## src/rtl/pn_pkg.sv

```systemverilog
package pn_pkg;

  localparam int PN_MAX_LEN = 23;
  localparam int PN_WORD_W  = 10;

  typedef struct packed {
    logic [PN_MAX_LEN-1:0] st;
    logic [PN_WORD_W-1:0]  wd;
  } pn_adv_t;

  // Advance a LEN-bit register by PN_WORD_W bit steps.
  // feedback = r[len-1] ^ r[tap]; register shifts left with feedback at bit 0;
  // emitted bit after each shift is r[len-1] (optionally inverted).
  function automatic pn_adv_t pn_run(input logic [PN_MAX_LEN-1:0] st_in,
                                     input int len, input int tap,
                                     input logic inv);
    pn_adv_t r;
    logic fb;
    r.st = st_in;
    r.wd = '0;
    for (int i = 0; i < PN_WORD_W; i++) begin
      fb = r.st[len-1] ^ r.st[tap];
      r.st = {r.st[PN_MAX_LEN-2:0], fb};
      for (int j = 0; j < PN_MAX_LEN; j++) begin
        if (j >= len) r.st[j] = 1'b0;
      end
      r.wd[PN_WORD_W-1-i] = r.st[len-1] ^ inv;
    end
    return r;
  endfunction

endpackage

```

## src/rtl/pn_mode_ctrl.sv

```systemverilog
module pn_mode_ctrl (
  input  logic clk,
  input  logic rst_n,
  input  logic mode_long,
  input  logic restart,
  input  logic step_en,
  output logic reload,
  output logic step_short,
  output logic step_long,
  output logic mode_chg
);
  logic mode_q;

  always_ff @(posedge clk) begin
    if (!rst_n) mode_q <= 1'b0;
    else        mode_q <= mode_long;
  end

  assign mode_chg   = mode_long ^ mode_q;
  assign reload     = restart | mode_chg;
  assign step_short = step_en & ~mode_long;
  assign step_long  = step_en &  mode_long;
endmodule

```

## src/rtl/pn_lfsr_core.sv

```systemverilog
module pn_lfsr_core
  import pn_pkg::*;
#(
  parameter int                    LEN  = 9,
  parameter int                    TAP  = 4,
  parameter logic [PN_MAX_LEN-1:0] SEED = 23'h0000DF,
  parameter logic                  INV  = 1'b0
) (
  input  logic                  clk,
  input  logic                  rst_n,
  input  logic                  reload,
  input  logic                  step,
  output logic [PN_MAX_LEN-1:0] state_o,
  output logic [PN_WORD_W-1:0]  word_nxt
);
  logic [PN_MAX_LEN-1:0] st_q;
  logic [PN_MAX_LEN-1:0] base;
  pn_adv_t               adv;

  assign base     = reload ? SEED : st_q;
  assign adv      = pn_run(base, LEN, TAP, INV);
  assign word_nxt = adv.wd;
  assign state_o  = st_q;

  always_ff @(posedge clk) begin
    if (!rst_n)      st_q <= SEED;
    else if (step)   st_q <= adv.st;
    else if (reload) st_q <= SEED;
  end
endmodule

```

## src/rtl/pn_test_gen.sv

```systemverilog
module pn_test_gen
  import pn_pkg::*;
(
  input  logic                 clk,
  input  logic                 rst_n,
  input  logic                 mode_long,
  input  logic                 restart,
  input  logic                 step_en,
  output logic [PN_WORD_W-1:0] word,
  output logic                 word_vld
);
  localparam int SHORT_LEN = 9;
  localparam int SHORT_TAP = SHORT_LEN - 5;
  localparam int LONG_LEN  = PN_MAX_LEN;
  localparam int LONG_TAP  = LONG_LEN - 6;

  logic                  reload, step_short, step_long, mode_chg;
  logic [PN_MAX_LEN-1:0] s_state, l_state;
  logic [PN_WORD_W-1:0]  s_word, l_word;
  logic [PN_WORD_W-1:0]  word_q;
  logic                  vld_q;

  pn_mode_ctrl u_ctrl (
    .clk(clk), .rst_n(rst_n), .mode_long(mode_long), .restart(restart),
    .step_en(step_en), .reload(reload), .step_short(step_short),
    .step_long(step_long), .mode_chg(mode_chg)
  );

  pn_lfsr_core #(.LEN(SHORT_LEN), .TAP(SHORT_TAP), .SEED(23'h0000DF), .INV(1'b0)) u_short (
    .clk(clk), .rst_n(rst_n), .reload(reload), .step(step_short),
    .state_o(s_state), .word_nxt(s_word)
  );

  pn_lfsr_core #(.LEN(LONG_LEN), .TAP(LONG_TAP), .SEED(23'h0A6E02), .INV(1'b1)) u_long (
    .clk(clk), .rst_n(rst_n), .reload(reload), .step(step_long),
    .state_o(l_state), .word_nxt(l_word)
  );

  always_ff @(posedge clk) begin
    if (!rst_n) begin
      word_q <= '0;
      vld_q  <= 1'b0;
    end else begin
      vld_q <= step_en;
      if (step_en) word_q <= mode_long ? l_word : s_word;
    end
  end

  assign word     = word_q;
  assign word_vld = vld_q;
endmodule

```

## config.mk

```make
export PLATFORM = sky130hd
export DESIGN_NAME = pn_test_gen
export DESIGN_NICKNAME = d
export VERILOG_FILES = /design/src/rtl/pn_pkg.sv /design/src/rtl/pn_mode_ctrl.sv /design/src/rtl/pn_lfsr_core.sv /design/src/rtl/pn_test_gen.sv
export SDC_FILE = /design/constraint.sdc
export NUM_CORES = 1
export LEC_CHECK = 0
export CAP_MARGIN = 25
export CORE_MARGIN = 5
export CORE_UTILIZATION = 40
export DETAILED_ROUTE_END_ITERATION = 8
export PLACE_DENSITY = 0.64
export SKIP_LAST_GASP = 1
export SLEW_MARGIN = 25
export SYNTH_ARGS = -nofsm -noshare
export SYNTH_HDL_FRONTEND = slang
export SYNTH_SLANG_ARGS = --single-unit
export TNS_END_PERCENT = 30
```

## constraint.sdc

```tcl
create_clock -name clk -period 4.8 [get_ports clk]
set_clock_uncertainty 0.15 [all_clocks]
set_input_delay 0.72 -clock clk [delete_from_list [all_inputs] [get_ports clk]]
set_output_delay 0.72 -clock clk [all_outputs]
set_load 0.005 [all_outputs]
```

==> results.md, run 1 <==
- Outcome: completed
- Register-to-Register Path Depth: 4
- Global Route Usage Sum: 15.2%
- CTS H-tree lvls: 2
- Min cycle time layout: 2370 ps
- Final nets: 241
- CP max stage delay: 570 ps
- Start-to-end type of the worst setup path: input port to flip-flop
- Top Ports: 16
- Aggregate negative setup slack: 0 ps
- Most used cells in the layout excluding fill and tap cells: sky130_fd_sc_hd__dfxtp_1, sky130_fd_sc_hd__nand2_1, sky130_fd_sc_hd__a21oi_1, sky130_fd_sc_hd__nor2_1, sky130_fd_sc_hd__clkdlybuf4s50_1
- Starting density of the core: 41.5%
- Final core utilization: 45.9%
- Top post-synthesis cells by area: sky130_fd_sc_hd__dfxtp_1, sky130_fd_sc_hd__a21oi_1, sky130_fd_sc_hd__nand2_1, sky130_fd_sc_hd__xnor2_1, sky130_fd_sc_hd__xor2_1
- Cell with the largest stage delay on the worst path: sky130_fd_sc_hd__clkdlybuf4s50_1
- P&R area growth vs syn: 10.6%
- Storage cell area: 881 sq um
- CP Data Arrival Time: 2470 ps
- Critical path, cell by cell: clkdlybuf4s50_1, nand2b_1, nor4_1, o31a_1
- Total number of vias: 1545
- TritonCTS buffer count: 5
- Clock tree root driver cell: sky130_fd_sc_hd__clkbuf_8
- Combinational Power Share: 11.4%
- IR drop worst, VDD: 0.129 mV
- Placement-stage cell area: 2100 sq um
- Share of the cycle needed by the critical path after routing: 49.5%
- Number of placement rows: 25
- Count of maximum capacitance violations: 0
- Die Y: 80.2 microns
- Clock-pin slew of the registers on the worst-case setup and hold paths: 80 ps
- Post-cts repair resize count: 0
- CP Launch Type: input port
- Ys flop type: sky130_fd_sc_hd__dfxtp_1
- TritonCTS clock tree: yes
- Switching power share of the total: 25.6%
- Global placement routability congestion: 0.807
- Top delay family on crit path: simple AND/OR/NAND/NOR gates
- Dpl hpwl: 3.06 mm
- Worst-Margin Slew: 686 ps
- Worst min path class: flip-flop to flip-flop
- Final number of max-transition violations: 0
- Internal power: 0.512 mW
- Flops & latches, synth: 44
- Final-report setup violation count: 0
- Cells after Synth: 232
- Unique masters post-synth: 37
- Capturing element type of the critical path: flip-flop
- Area occupied by multi-input gates: 978 sq um
- Worst-case headroom to the max-slew limit: 54.2%
- Setup bufs post-CTS: 0
- Post-CTS Hold Fix Bufs: 0
- Global-route wire length before repair: 7.55 mm
- Post-synth top area share: 44.6%
- Post-route cell area: 2180 sq um
- Clk_lat worst skew: 300 ps
- Routed Wire Length: 4.42 mm
- Share of flip-flops with an asynchronous set or reset: 0%
- Worst path buffer plus inverter count: 1
- Post-detailed-route count of antenna-violating nets: 0
- Antenna diode instance count: 0
- Post-detailed-route DRC marker count: 0
- Routed WL per cell: 14.6 microns
- Maximum buffer depth of the clock tree: 2
- Maximum operating frequency: 421 MHz
- Total count of hold-check failures in the final report: 0
- Leakage power: 0.746 nW
- Clk sinks: 44
- Setup repair after global routing missed its margin: no
- Filler Cell Count: 494
- Number of buffer cells added on primary ports: 15
- Pin count of the biggest net entering global routing: 32
- Pwr Density: 316 nW/um^2
- Most common library cell in the layout ignoring fill and taps: sky130_fd_sc_hd__dfxtp_1
- Net count after synthesis: 237
- Total gr overflow: 0
- Netlist area before placement: 1970 sq um
- Maximum fanout count along the critical path: 15
- Area of the core region: 4750 sq um
- Number of antenna violations at the first check in global routing: 0
- Post-synth top area cell: sky130_fd_sc_hd__dfxtp_1
- Sequential fraction of design power: 56.8%
- Number of warnings reported in the yosys synthesis log: 0
- Part of the power in the clock network: 31.7%
- Layout cells sized above 1: 5.51%
- Die area: 6440 sq um
- Horizontal die dimension: 80.2 microns
- Vias per std cell: 5.10
- Average instance area after synthesis: 8.50 sq um
- Net switching power: 0.176 mW
- Register area share after synthesis: 44.6%
- Count of flip-flops with a built-in enable after synthesis: 0
- Via count of the first global-routing pass: 1463
- Worst path depth: 4
- Starting DRT DRC Count: 71
- DRT Pass-1 Iters: 4
- Data required time at the worst endpoint: 4890 ps
- Hold path cells: 2
[per-stage QoR]
stage | setup slack, ps | instances | hold slack, ps | power (mW)
after floorplan | 2820 | 232 | 282 | 0.455
after global placement | 2150 | 296 | 295 | 0.478
after detailed placement | 2120 | 296 | 294 | 0.479
after CTS | 2440 | 303 | 306 | 0.699
after global routing | 2270 | 303 | 350 | 0.725
final | 2430 | 303 | 302 | 0.689
[metal layers]
layer	track usage [%]	share of wire, %
met5	0	0
met4	5.57	1.4
met3	3.36	3.2
met2	23.2	47
met1	20.7	48
[synth_stat cells (5+ instances only)]
cell / n
sky130_fd_sc_hd__dfxtp_1: 44
sky130_fd_sc_hd__o22ai_1: 6
sky130_fd_sc_hd__xnor2_1: 11
sky130_fd_sc_hd__nor2b_1: 5
sky130_fd_sc_hd__nand2_1: 30
sky130_fd_sc_hd__o21ai_0: 7
sky130_fd_sc_hd__a21oi_1: 24
sky130_fd_sc_hd__nor3_1: 13
sky130_fd_sc_hd__clkbuf_1: 10
sky130_fd_sc_hd__nor2_1: 20
sky130_fd_sc_hd__xor2_1: 11
[power by group through the flow]
stage	combinational (mW)	sequential [mW]	clock (mW)
final	0.0788	0.391	0.219
after global routing	0.0888	0.394	0.242
after CTS	0.0795	0.392	0.228
after detailed placement	0.0791	0.400	0
after global placement	0.0782	0.400	0
after floorplan	0.0594	0.396	0
[worst register-to-register path, stage by stage (launching register included)]
cell and delay, ps:
sky130_fd_sc_hd__dfxtp_1 550, sky130_fd_sc_hd__xor2_2 170, sky130_fd_sc_hd__nor2_4 340, sky130_fd_sc_hd__and2_1 350, sky130_fd_sc_hd__o211ai_1 130
[kinds of logic (layout without fill, tap and decap cells)]
kind of cell	after synthesis	count (layout)	share of synthesized area, %
xor+xnor	23	23	10.6
buf+inv	20	24	5.77
flops	44	44	44.6
compound gates	64	64	19.8
simple gates	81	81	19.2
[sequential cells by signal, summed over array words and instances (netlist names)]
signal,cells
word_vld,1
word,10
u_short.state_o,9
u_long.state_o,23
u_ctrl.mode_q,1
[final cells by class]
class | instances | share of cell area, %
Multi-Input combinational cell | 168 | 44.8
Sequential cell | 44 | 40.4
Clock inverter | 1 | 0.229
Timing Repair Buffer | 16 | 7.22
Clock buffer | 6 | 3.33
Inverter | 1 | 0.172
Tap cell | 67 | 3.84
[path summary, 6_finish.rpt]
check	start	to	slack [ps]
worst min-delay path	u_long.state_o[2]$_SDFF_PN0_	u_long.state_o[12]$_SDFF_PN0_	300
worst max register to register	u_ctrl.mode_q$_SDFF_PN0_	u_long.state_o[9]$_SDFF_PN1_	2970
worst min register to register	u_long.state_o[2]$_SDFF_PN0_	u_long.state_o[12]$_SDFF_PN0_	300
worst max-delay path	mode_long	word[0]$_SDFFE_PN0P_	2430
No activity file was read; power rests on OpenSTA's default activity.
==> run 2, diff against run 1 <==
- clock period: 4.8 -> 2.3 ns (I/O delays scaled with it)
==> results.md, run 2 (synthesized netlist as in run 1, its figures left out) <==
- Outcome: completed
- Most common library cell in the layout ignoring fill and taps: sky130_fd_sc_hd__dfxtp_1
- Global Route Usage Sum: 15.0%
- Post-route cell area: 2250 sq um
- Post-cts repair resize count: 0
- Vias per std cell: 5.07
- Layout cells sized above 1: 8.20%
- Critical path, cell by cell: clkdlybuf4s50_1, xor2_2, nor2_4, and2_1, o211ai_1
- Die area: 6440 sq um
- Pwr Density: 663 nW/um^2
- Net switching power: 0.374 mW
- Min cycle time layout: 1830 ps
- Worst min path class: flip-flop to flip-flop
- Routed Wire Length: 4.39 mm
- Number of flip-flops in the largest register: 23
- Dpl hpwl: 3.12 mm
- Start-to-end type of the worst setup path: input port to flip-flop
- Number of buffer cells added on primary ports: 15
- Part of the power in the clock network: 33.5%
- CTS H-tree lvls: 2
- Clock tree root driver cell: sky130_fd_sc_hd__clkbuf_8
- Aggregate negative setup slack: 0 ps
- Total count of hold-check failures in the final report: 0
- Most used cells in the layout excluding fill and tap cells: sky130_fd_sc_hd__dfxtp_1, sky130_fd_sc_hd__nand2_1, sky130_fd_sc_hd__a21oi_1, sky130_fd_sc_hd__nor2_1, sky130_fd_sc_hd__clkdlybuf4s50_1
- Final nets: 248
- Horizontal die dimension: 80.2 microns
- Cell with the largest stage delay on the worst path: sky130_fd_sc_hd__clkdlybuf4s50_1
- Clk sinks: 44
- DRT Pass-1 Iters: 4
- Worst-Margin Slew: 561 ps
- Setup repair after global routing missed its margin: no
- Global placement routability congestion: 0.876
- TritonCTS clock tree: yes
- Global-route wire length before repair: 7.46 mm
- CP Data Arrival Time: 1850 ps
- Final-report setup violation count: 0
- Switching power share of the total: 25.1%
- P&R area growth vs syn: 13.9%
- Die Y: 80.2 microns
- CP Launch Type: input port
- CP max stage delay: 540 ps
- Leakage power: 0.785 nW
- Count of maximum capacitance violations: 0
- Number of antenna violations at the first check in global routing: 0
- Pin count of the biggest net entering global routing: 17
- Share of the cycle needed by the critical path after routing: 79.6%
- Via count of the first global-routing pass: 1530
- Routed WL per cell: 14.1 microns
- Data required time at the worst endpoint: 2320 ps
- Clk_lat worst skew: 300 ps
- Maximum operating frequency: 546 MHz
- Sequential fraction of design power: 54.9%
- TritonCTS buffer count: 5
- Capturing element type of the critical path: flip-flop
- Internal power: 1.12 mW
- Total number of vias: 1578
- Combinational Power Share: 11.6%
- Setup bufs post-CTS: 0
- Post-detailed-route count of antenna-violating nets: 0
- Antenna diode instance count: 0
- Number of placement rows: 25
- IR drop worst, VDD: 0.289 mV
- Post-detailed-route DRC marker count: 0
- Clock-pin slew of the registers on the worst-case setup and hold paths: 80 ps
- Maximum fanout count along the critical path: 12
- Maximum buffer depth of the clock tree: 2
- Worst-case headroom to the max-slew limit: 62.3%
- Placement-stage cell area: 2160 sq um
- Top Ports: 16
- Post-CTS Hold Fix Bufs: 0
- Area of the core region: 4750 sq um
- Final number of max-transition violations: 0
- Starting density of the core: 41.5%
- Starting DRT DRC Count: 170
- Total gr overflow: 0
-- run 2: changes by cell type in the layout (fill, tap and decap cells not counted), sizes merged --
cell    previous run  this run
buf                1         8
clkinv             1         0
clkbuf             6         8
-- run 2: worst paths after layout --
| check | from | endpoint | slack [ps] | cells after the start |
|---|---|---|---|---|
| worst max-delay path | mode_long | u_short.state_o[6]$_SDFF_PN1_ | 470 | 5 |
| worst min-delay path | u_long.state_o[2]$_SDFF_PN0_ | u_long.state_o[12]$_SDFF_PN0_ | 310 | 2 |
| worst max register to register | u_ctrl.mode_q$_SDFF_PN0_ | u_short.state_o[6]$_SDFF_PN1_ | 550 | 4 |
| worst min register to register | u_long.state_o[2]$_SDFF_PN0_ | u_long.state_o[12]$_SDFF_PN0_ | 310 | 2 |
-- run 2: power by group through the flow --
stage / sequential, mW / combinational [mW] / clock, mW
finish: 0.817 / 0.174 / 0.499
global route: 0.821 / 0.192 / 0.544
CTS: 0.817 / 0.174 / 0.518
detailed placement: 0.835 / 0.173 / 0
global placement: 0.835 / 0.172 / 0
floorplan: 0.825 / 0.124 / 0
-- run 2: area by class of cell --
cell class,count,area [sq um]
tap,67,83.8
fill,489,2510
multi-input combinational,168,978
sequential,44,881
clock buffer,8,90.1
inverter,1,3.75
timing repair buffer,23,210
-- run 2: worst max-delay path: cells and delay by family --
| family | cells | cell delay, ps |
|---|---|---|
| AOI/OAI and AO/OA | 1 | 120 |
| xor gates and xnor gates | 1 | 260 |
| buffers and inverters | 1 | 540 |
| and+or+nand+nor | 2 | 590 |
-- run 2: stage by stage --
step	setup WS [ps]	util [%]	hold WS [ps]	power, mW	cells
6_report	469	47.3	308	1.49	311
3_3_place_gp	199	45.4	294	1.01	303
3_5_place_dp	164	45.4	301	1.01	303
5_1_grt	363	47.3	338	1.56	311
2_1_floorplan	699	-	282	0.949	232
4_1_cts	488	47.3	314	1.51	311
-- run 2: routing by layer --
layer	global-route usage (%)	share of wire (%)
met3	4.37	4.7
met1	19.5	47
met5	0	0
met4	4.56	1.2
met2	24.0	47
==> run 3, diff against run 2 <==
- PLACE_DENSITY: 0.64 -> 0.67
- clock period: 2.3 -> 1.6 ns (I/O delays scaled with it)
==> results.md, run 3 (synthesized netlist as in run 1, its figures left out) <==
- Outcome: completed
- Number of placement rows: 25
- Starting DRT DRC Count: 111
- Number of flip-flops in the largest register: 23
- Most common library cell in the layout ignoring fill and taps: sky130_fd_sc_hd__dfxtp_1
- Routed Wire Length: 4.57 mm
- Global placement routability congestion: 0.828
- CTS H-tree lvls: 2
- CP Launch Type: flip-flop
- Via count of the first global-routing pass: 1584
- Met2 global-route usage: 23.9%
- Cell with the largest stage delay on the worst path: sky130_fd_sc_hd__clkdlybuf4s50_1
- Number of standard cells in the layout, taps in and fillers out: 332
- Dpl hpwl: 3.40 mm
- Count of maximum capacitance violations: 0
- Final number of max-transition violations: 0
- Total count of hold-check failures in the final report: 0
- Total placed cells including tap cells: 324
- Top delay family on crit path: buffers and inverters
- Setup repair after global routing missed its margin: yes
- Filler Cell Count: 469
- CP max stage delay: 510 ps
- Area of the core region: 4750 sq um
- Worst min path class: flip-flop to flip-flop
- Capturing element type of the critical path: output port
- Final nets: 269
- TritonCTS clock tree: yes
- Clock-pin slew of the registers on the worst-case setup and hold paths: 80 ps
- P&R area growth vs syn: 25.4%
- Routed WL per cell: 13.8 microns
- Worst Hold Slack: 310 ps
- Global-route wire length before repair: 7.88 mm
- GRT met3 Usage: 3.36%
- Start-to-end type of the worst setup path: flip-flop to output port
- Maximum operating frequency: 642 MHz
- Total number of vias: 1666
- Clock tree root driver cell: sky130_fd_sc_hd__clkbuf_8
- Leakage power: 0.929 nW
- CP Data Arrival Time: 1170 ps
- Worst-case headroom to the max-slew limit: 78.2%
- TritonCTS buffer count: 5
- Maximum fanout count along the critical path: 2
- DRT Pass-1 Iters: 4
- Total power after layout: 2.63 mW
- Pwr Density: 1060 nW/um^2
- Critical path, cell by cell: clkdlybuf4s50_1
- Vias per std cell: 5.02
- Clk_lat worst skew: 300 ps
- Layout cells sized above 1: 16.2%
- Maximum buffer depth of the clock tree: 2
- Pin count of the biggest net entering global routing: 16
- Grt met1 use: 21.8%
- Worst-Margin Slew: 327 ps
- Post-CTS Hold Fix Bufs: 0
- Final core utilization: 52.1%
- Starting density of the core: 41.5%
- Horizontal die dimension: 80.2 microns
- IR drop worst, VDD: 0.493 mV
- Clk sinks: 44
- Number of antenna violations at the first check in global routing: 0
- Data required time at the worst endpoint: 1210 ps
- Aggregate negative setup slack: 0 ps
- Top Ports: 16
- Share of the cycle needed by the critical path after routing: 97.3%
- Most used cells in the layout excluding fill and tap cells: sky130_fd_sc_hd__dfxtp_1, sky130_fd_sc_hd__nand2_1, sky130_fd_sc_hd__buf_4, sky130_fd_sc_hd__a21oi_1, sky130_fd_sc_hd__nor2_1
- Die area: 6440 sq um
- Post-detailed-route count of antenna-violating nets: 0
- Min cycle time layout: 1560 ps
- Worst path buffer plus inverter count: 1
- Die Y: 80.2 microns
- Antenna diode instance count: 0
- Top Usage Layer GRT: met2
- Final-report setup violation count: 0
- Number of buffer cells added on primary ports: 15
- Total gr overflow: 0
- Global Route Usage Sum: 15.9%
- Post-detailed-route DRC marker count: 0
-- run 3: changes by cell type in the layout (fill, tap and decap cells not counted), sizes merged --
cell and change:
buf +21, bufinv +3, clkbuf -3, clkdlybuf4s50 -2, dlygate4sd2 +1, dlymetal6s2s +1
-- run 3: area by class of cell --
cell class	instances	area, sq um	share of cell area (%)
clock buffers	5	68.8	2.78
flip-flops and latches	44	881	35.6
multi-input cells	168	978	39.5
inverters	1	3.75	0.152
clock inverters	3	90.1	3.64
repair buffers	44	369	14.9
well taps	67	83.8	3.39
-- run 3: power by group --
part	total, mW	switching (mW)	internal, mW
Clock	1.17	0.390	0.781
Combinational	0.290	0.144	0.146
Sequential	1.17	0.0351	1.14
-- run 3: worst paths after layout --
kind / slack [ps] / end / depth (start not counted) / startpoint
max: 40 / word[4] / 1 / word[4]$_SDFFE_PN0P_
max reg2reg: 150 / u_long.state_o[5]$_SDFF_PN0_ / 4 / u_ctrl.mode_q$_SDFF_PN0_
min reg2reg: 310 / u_long.state_o[16]$_SDFF_PN0_ / 2 / u_long.state_o[6]$_SDFF_PN0_
min: 310 / u_long.state_o[16]$_SDFF_PN0_ / 2 / u_long.state_o[6]$_SDFF_PN0_
-- run 3: timing repair --
item	4_1_cts	5_1_grt
endpoints found under the setup margin	6	2
setup buffers	0	0
gates resized for setup	1	1
-- run 3: metal layers --
| metal | wire [microns] | vias to the layer above |
|---|---|---|
| met1 | 2210 | 783 |
| met3 | 169 | 4 |
| li1 | - | 852 |
| met5 | 0 | - |
| met4 | 68 | 0 |
| met2 | 2120 | 27 |
-- run 3: per-stage QoR --
step / setup WS (ps) / instance area [sq um]
after global placement: -304 / 2310
after CTS: 24.3 / 2470
after floorplan: 77.6 / 1970
final: 42.5 / 2470
after detailed placement: -349 / 2310
after global routing: -11.2 / 2470
